### config.mk
export PLATFORM = sky130hd
export DESIGN_NAME = bcd_calendar
export DESIGN_NICKNAME = d
export VERILOG_FILES = /design/src/rtl/bcdcal_pkg.sv /design/src/rtl/bcd_step.sv /design/src/rtl/hour_step.sv /design/src/rtl/month_last.sv /design/src/rtl/bcd_calendar.sv
export SDC_FILE = /design/constraint.sdc
export NUM_CORES = 1
export LEC_CHECK = 0
export BUFFER_PORTS_ARGS = -buffer_cell sky130_fd_sc_hd__buf_2
export CORE_MARGIN = 5
export CORE_UTILIZATION = 61
export DETAILED_ROUTE_END_ITERATION = 16
export GPL_TIMING_DRIVEN = 0
export MAX_ROUTING_LAYER = met4
export PLACE_DENSITY = 0.94
export SETUP_SLACK_MARGIN = 0.5
export SLEW_MARGIN = 20
export SYNTH_ARGS = -nofsm -noshare
export SYNTH_HDL_FRONTEND = slang
export SYNTH_SLANG_ARGS = --single-unit
### constraint.sdc
create_clock -name clk -period 7.25 [get_ports clk]
set_input_delay 1.45 -clock clk [delete_from_list [all_inputs] [get_ports clk]]
set_output_delay 1.45 -clock clk [all_outputs]
set_load 0.1 [all_outputs]
### src/rtl/bcdcal_pkg.sv
package bcdcal_pkg;

    localparam int ADDR_W = 3;
    localparam int DATA_W = 8;
    localparam int SEC_W  = 7;
    localparam int MIN_W  = 7;
    localparam int HOUR_W = 7;
    localparam int WDAY_W = 3;
    localparam int DATE_W = 6;
    localparam int MON_W  = 5;
    localparam int YEAR_W = 8;

    localparam logic [ADDR_W-1:0] A_SEC  = 3'd0;
    localparam logic [ADDR_W-1:0] A_MIN  = 3'd1;
    localparam logic [ADDR_W-1:0] A_HOUR = 3'd2;
    localparam logic [ADDR_W-1:0] A_WDAY = 3'd3;
    localparam logic [ADDR_W-1:0] A_DATE = 3'd4;
    localparam logic [ADDR_W-1:0] A_MON  = 3'd5;
    localparam logic [ADDR_W-1:0] A_YEAR = 3'd6;

    typedef struct packed {
        logic              run;
        logic [SEC_W-1:0]  sec;
        logic [MIN_W-1:0]  min;
        logic [HOUR_W-1:0] hour;
        logic [WDAY_W-1:0] wday;
        logic [DATE_W-1:0] date;
        logic [MON_W-1:0]  mon;
        logic [YEAR_W-1:0] year;
    } cal_t;

    localparam cal_t CAL_RST = '{
        run:  1'b0,
        sec:  7'h00,
        min:  7'h00,
        hour: 7'h00,
        wday: 3'd1,
        date: 6'h01,
        mon:  5'h01,
        year: 8'h01
    };

    // value mod 4 equals (units + 2*tens) mod 4 for a two-digit BCD year
    function automatic logic leap_of(input logic [YEAR_W-1:0] y);
        logic [1:0] s;
        s = y[1:0] + {y[4], 1'b0};
        return (s == 2'd0);
    endfunction

endpackage

### src/rtl/bcd_step.sv
module bcd_step #(
    parameter int W = 7
) (
    input  logic [W-1:0] cur,
    input  logic [W-1:0] top,
    input  logic [W-1:0] base,
    output logic [W-1:0] nxt,
    output logic         wrap
);

    generate
        if (W > 4) begin : g_two_digit
            localparam int TW = W - 4;
            always_comb begin
                wrap = (cur == top);
                if (wrap)
                    nxt = base;
                else if (cur[3:0] == 4'h9)
                    nxt = {cur[W-1:4] + TW'(1), 4'h0};
                else
                    nxt = {cur[W-1:4], cur[3:0] + 4'h1};
            end
        end else begin : g_one_digit
            always_comb begin
                wrap = (cur == top);
                nxt  = wrap ? base : cur + W'(1);
            end
        end
    endgenerate

endmodule

### src/rtl/hour_step.sv
module hour_step #(
    parameter int W = 7
) (
    input  logic [W-1:0] cur,
    output logic [W-1:0] nxt,
    output logic         day_carry
);

    logic mode12;
    assign mode12 = cur[6];

    always_comb begin
        nxt       = cur;
        day_carry = 1'b0;
        if (!mode12) begin
            if (cur[5:0] == 6'h23) begin
                nxt       = '0;
                day_carry = 1'b1;
            end else if (cur[3:0] == 4'h9) begin
                nxt = {1'b0, cur[5:4] + 2'd1, 4'h0};
            end else begin
                nxt = {cur[6:4], cur[3:0] + 4'h1};
            end
        end else begin
            if (cur[4:0] == 5'h12) begin
                nxt = {cur[6:5], 5'h01};
            end else if (cur[4:0] == 5'h11) begin
                nxt       = {1'b1, ~cur[5], 5'h12};
                day_carry = cur[5];
            end else if (cur[3:0] == 4'h9) begin
                nxt = {cur[6:5], 1'b1, 4'h0};
            end else begin
                nxt = {cur[6:4], cur[3:0] + 4'h1};
            end
        end
    end

endmodule

### src/rtl/month_last.sv
module month_last #(
    parameter int MW = 5,
    parameter int DW = 6
) (
    input  logic [MW-1:0] mon,
    input  logic          leap,
    output logic [DW-1:0] last
);

    always_comb begin
        case (mon)
            5'h02:                      last = leap ? 6'h29 : 6'h28;
            5'h04, 5'h06, 5'h09, 5'h11: last = 6'h30;
            default:                    last = 6'h31;
        endcase
    end

endmodule

### src/rtl/bcd_calendar.sv
module bcd_calendar
    import bcdcal_pkg::*;
(
    input  logic              clk,
    input  logic              rst_n,
    input  logic              tick,
    input  logic              wr_en,
    input  logic [ADDR_W-1:0] wr_addr,
    input  logic [DATA_W-1:0] wr_data,
    input  logic [ADDR_W-1:0] rd_addr,
    output logic [DATA_W-1:0] rd_data,
    output logic [SEC_W-1:0]  sec_o,
    output logic [MIN_W-1:0]  min_o,
    output logic [HOUR_W-1:0] hour_o,
    output logic [WDAY_W-1:0] wday_o,
    output logic [DATE_W-1:0] date_o,
    output logic [MON_W-1:0]  month_o,
    output logic [YEAR_W-1:0] year_o,
    output logic              leap_o
);

    cal_t st_q, st_d;

    logic [SEC_W-1:0]  sec_nx;
    logic [MIN_W-1:0]  min_nx;
    logic [HOUR_W-1:0] hour_nx;
    logic [WDAY_W-1:0] wday_nx;
    logic [DATE_W-1:0] date_nx, date_top;
    logic [MON_W-1:0]  mon_nx;
    logic [YEAR_W-1:0] year_nx;
    logic sec_wr, min_wr, day_c, wday_wr, date_wr, mon_wr, year_wr;
    logic leap_now;

    assign leap_now = leap_of(st_q.year);

    bcd_step #(.W(SEC_W)) u_sec (
        .cur(st_q.sec), .top(7'h59), .base(7'h00), .nxt(sec_nx), .wrap(sec_wr));
    bcd_step #(.W(MIN_W)) u_min (
        .cur(st_q.min), .top(7'h59), .base(7'h00), .nxt(min_nx), .wrap(min_wr));
    hour_step #(.W(HOUR_W)) u_hour (
        .cur(st_q.hour), .nxt(hour_nx), .day_carry(day_c));
    bcd_step #(.W(WDAY_W)) u_wday (
        .cur(st_q.wday), .top(3'd7), .base(3'd1), .nxt(wday_nx), .wrap(wday_wr));
    month_last #(.MW(MON_W), .DW(DATE_W)) u_mlast (
        .mon(st_q.mon), .leap(leap_now), .last(date_top));
    bcd_step #(.W(DATE_W)) u_date (
        .cur(st_q.date), .top(date_top), .base(6'h01), .nxt(date_nx), .wrap(date_wr));
    bcd_step #(.W(MON_W)) u_mon (
        .cur(st_q.mon), .top(5'h12), .base(5'h01), .nxt(mon_nx), .wrap(mon_wr));
    bcd_step #(.W(YEAR_W)) u_year (
        .cur(st_q.year), .top(8'h99), .base(8'h00), .nxt(year_nx), .wrap(year_wr));

    always_comb begin
        st_d = st_q;
        if (wr_en) begin
            case (wr_addr)
                A_SEC:  begin
                    st_d.run = wr_data[7];
                    st_d.sec = wr_data[SEC_W-1:0];
                end
                A_MIN:  st_d.min  = wr_data[MIN_W-1:0];
                A_HOUR: st_d.hour = wr_data[HOUR_W-1:0];
                A_WDAY: st_d.wday = wr_data[WDAY_W-1:0];
                A_DATE: st_d.date = wr_data[DATE_W-1:0];
                A_MON:  st_d.mon  = wr_data[MON_W-1:0];
                A_YEAR: st_d.year = wr_data[YEAR_W-1:0];
                default: ;
            endcase
        end else if (tick && st_q.run) begin
            st_d.sec = sec_nx;
            if (sec_wr) begin
                st_d.min = min_nx;
                if (min_wr) begin
                    st_d.hour = hour_nx;
                    if (day_c) begin
                        st_d.wday = wday_nx;
                        st_d.date = date_nx;
                        if (date_wr) begin
                            st_d.mon = mon_nx;
                            if (mon_wr)
                                st_d.year = year_nx;
                        end
                    end
                end
            end
        end
    end

    always_ff @(posedge clk or negedge rst_n) begin
        if (!rst_n) st_q <= CAL_RST;
        else        st_q <= st_d;
    end

    always_comb begin
        case (rd_addr)
            A_SEC:   rd_data = {st_q.run, st_q.sec};
            A_MIN:   rd_data = {1'b0, st_q.min};
            A_HOUR:  rd_data = {1'b0, st_q.hour};
            A_WDAY:  rd_data = {5'b0, st_q.wday};
            A_DATE:  rd_data = {2'b0, st_q.date};
            A_MON:   rd_data = {2'b0, leap_now, st_q.mon};
            A_YEAR:  rd_data = st_q.year;
            default: rd_data = '0;
        endcase
    end

    assign sec_o   = st_q.sec;
    assign min_o   = st_q.min;
    assign hour_o  = st_q.hour;
    assign wday_o  = st_q.wday;
    assign date_o  = st_q.date;
    assign month_o = st_q.mon;
    assign year_o  = st_q.year;
    assign leap_o  = leap_now;

    // halted counters hold every field
    a_r2_halt_holds: assert property (@(posedge clk) disable iff (!rst_n)
        (!rd_data[7] && rd_addr == A_SEC && !wr_en)
        |=> $stable({sec_o, min_o, hour_o, wday_o, date_o, month_o, year_o}));

    // seconds roll over from 59 to 00 on an accepted tick
    a_r3_sec_wrap: assert property (@(posedge clk) disable iff (!rst_n)
        (tick && !wr_en && st_q.run && sec_o == 7'h59) |=> (sec_o == 7'h00));

    // ticking never alters the hour format bit
    a_r4_format_kept: assert property (@(posedge clk) disable iff (!rst_n)
        !wr_en |=> $stable(hour_o[6]));

    // 11:59:59 AM in 12-hour mode steps to 12 PM
    a_r5_noon_turn: assert property (@(posedge clk) disable iff (!rst_n)
        (tick && !wr_en && st_q.run && sec_o == 7'h59 && min_o == 7'h59
         && hour_o == 7'h51) |=> (hour_o == 7'h72));

    // the leap flag only moves when the year moves
    a_r8_leap_with_year: assert property (@(posedge clk) disable iff (!rst_n)
        !$stable(leap_o) |-> !$stable(year_o));

    // a write in a tick cycle lands and the seconds do not also step
    a_r10_write_wins: assert property (@(posedge clk) disable iff (!rst_n)
        (wr_en && tick && wr_addr == A_SEC) |=> (sec_o == $past(wr_data[6:0])));

endmodule

==> flow_summary.json <==
{
  "rows": 29,
  "finalSetupTns_ps": 0,
  "crit_fanout": 10,
  "wl_per_cell_um": 19.9,
  "synth_top_area_cell": "dfrtp_1",
  "irDropWorstVdd_uv": 319,
  "yosysSeqAreaShare": 0.286,
  "cts_made_buffers": 5,
  "routabilityCongestion": 0.983,
  "synthAdderAreaFrac": 0.0485,
  "period_share": 0.670,
  "grt_pass1_wl_um": 19000,
  "start_util": 0.619,
  "fp.dieW_um": 89.6,
  "synth_top_family_by_area": "compound AO/OA/AOI/OAI gates",
  "cts.sinks": 44,
  "synthTopCellsByArea": "dfrtp_1 26%, buf_4 8.5%, ha_1 4.9%",
  "rrSetupSlack_ps": 4340,
  "finalCoreUtilization": 0.703,
  "report.final.setup_viol": 0,
  "cpMostUsedCell": "clkbuf_1",
  "criticalPathCategory": "input port to output port",
  "synth-compound-area-share": 0.252,
  "post_dp_cell_area_sq_um": 4290,
  "syn_area_per_cell_sq_um": 8.30,
  "async_flop_share": 1.00,
  "syn_inst": 466,
  "cts_max_path_buffers": 2,
  "yosys_warnings": 0,
  "hold_buffers": 0,
  "vias": 4022,
  "crit_chain": "clkbuf_1, clkbuf_1, mux2i_1, nor2_1, a31oi_1, o22ai_1, buf_2",
  "clkSlewWorstSetupHoldPaths_ps": 90,
  "overflow": 0,
  "total_leakage_power_uw": 0.00203,
  "syn_to_final_growth_pct": 13.5,
  "worstHoldPathCells": 1,
  "num_antenna_cells": 0,
  "synth_ff_type": "dfrtp_1",
  "insertion_delay_ps": 300,
  "synth_area_sq_um": 3870,
  "yosysUniqueCellTypes": 71,
  "r2r_end": "year_o[7]$_DFFE_PN0P_",
  "worstHoldEndpoint": "wday_o[1]$_DFFE_PN0P_",
  "io_pins": 70,
  "timing.critical_path.arrival_ps": 3410,
  "dieHeight_um": 89.6,
  "post_cts_resized": 0,
  "worst_slew_pin_slew_ps": 711,
  "post-dp-hpwl_um": 9170,
  "critPathMaxStageDelay_ps": 500,
  "yosys-top-cells-count": "44 x buf_4, 42 x nand2_1, 40 x dfrtp_1",
  "start_kind": "input port",
  "post_cts_buffers": 0,
  "coreArea_sq_um": 6240,
  "fin_worst_skew_ps": 4.70,
  "h-tree-depth": 2,
  "pre_cts_ws_ps": 2410,
  "port_buffers": 66,
  "holdCritStartpoint": "wday_o[1]$_DFFE_PN0P_",
  "status": "complete, no violations",
  "rsz0062_at_grt": "no",
  "clock.fmax_mhz": 206,
  "relSlewSlack": 0.524,
  "synthMuxAreaShare": 0.0670,
  "post-synth-top-count-cell": "buf_4",
  "drive_above_1_share": 0.280,
  "power_density_nw_per_um2": 407,
  "finalPower_uw": 1790,
  "fin_crit_ps": 4860,
  "cts_root_buf": "clkbuf_8",
  "route.detailed.drc": 0,
  "antenna_found_initial": 0,
  "cp-end-kind": "output port",
  "r2r-start": "sec_o[1]$_DFFE_PN0P_",
  "drt.antenna.violating_nets": 0,
  "synth_seq_cells": 44,
  "dieArea_sq_um": 8030,
  "fin_area_sq_um": 4390,
  "synth_edf_count": 0,
  "hold_viol_final": 0,
  "synthXorXnorAreaFrac": 0.00906,
  "final_nets": 572,
  "wirelength_um": 12300,
  "gr-usage-all-layers": 0.322,
  "slew_viol_final": 0,
  "vias_per_cell": 6.52,
  "grt_pass1_vias": 3865,
  "min_path_type": "flip-flop to flip-flop",
  "post-synth-top-area-fraction": 0.259,
  "cts_tree": "done",
  "cap_violations": 0,
  "slowest_stage": "clkbuf_1",
  "grt_max_degree": 45,
  "fin_ws_ps": 2390,
  "synthesis.nets": 499,
  "firstDrtPassIters": 8,
  "worstPathRequired_ps": 5800,
  "ff2ff_path_depth": 9,
  "drt_first_iter_violations": 534,
  "yosys.area_share.simple": 0.208
}
## cells in the final DEF (no fill, tap or decap), types with 11 or more instances in the layout
master    count
o21ai_0      37
a21oi_1      24
dfrtp_1      40
nand3_1      18
mux2_2       11
buf_2        67
ha_1         15
inv_1        20
clkbuf_1     15
nand2_1      42
buf_4        45
nor2_1       30
## cell type report
| class | count | area (sq um) |
|---|---|---|
| Sequential cell | 44 | 1110 |
| Timing Repair Buffer | 66 | 333 |
| Clock buffer | 6 | 82.6 |
| Tap cell | 77 | 96.3 |
| Fill cell | 522 | 1850 |
| Multi-Input combinational cell | 337 | 2260 |
| Inverter | 20 | 75.1 |
| Buffer | 65 | 427 |
| Clock inverter | 2 | 10.0 |
## state kept, by name, indices dropped and copies added, names as in the netlist
name / flops
wday_o: 3
st_q: 1
min_o: 7
hour_o: 7
month_o: 5
sec_o: 7
date_o: 6
year_o: 8
## worst max-delay path: cells and delay by family
kind                   cells  cell delay [ps]
buffers and inverters      3             1400
AOI/OAI and AO/OA          2              230
muxes                      1              190
and+or+nand+nor            1              130
## through the flow
step	hold slack [ps]	instances
after global placement	503	609
after CTS	549	617
after detailed placement	528	609
after floorplan	482	466
after global routing	583	617
final	551	617
## layer usage
layer  vias up  wire length [um]  GRT usage
met2       270              5620      0.505
met3        54              1320     0.0757
met5         -                 0          -
li1       1826                 -          -
met1      1872              4800      0.390
met4         0               556      0.152
## logic make-up after synthesis
family / count (synthesis)
multiplexers: 22
AO/OA/AOI/OAI: 145
adder cells (fa/ha/maj): 15
flip-flops: 44
buffers and inverters: 85
XOR/XNOR: 4
AND/OR/NAND/NOR: 151
## where the power goes
group	total (uW)	internal [uW]	switching, uW	leakage, uW
Sequential	453	319	134	0.000530
Combinational	1170	304	862	0.00145
Clock	169	76.4	93.1	0.0000510
## worst max path at each step
stage	startpoint	end	depth (start not counted)
6_report	rd_addr[0]	rd_data[5]	7
5_1_grt	rd_addr[0]	rd_data[5]	7
4_1_cts	rd_addr[0]	rd_data[5]	7
3_5_place_dp	rd_addr[0]	rd_data[5]	7
3_3_place_gp	rd_addr[0]	rd_data[5]	7
2_1_floorplan	rd_addr[0]	rd_data[3]	3
Note: power is estimated with default switching activity, not from simulation.
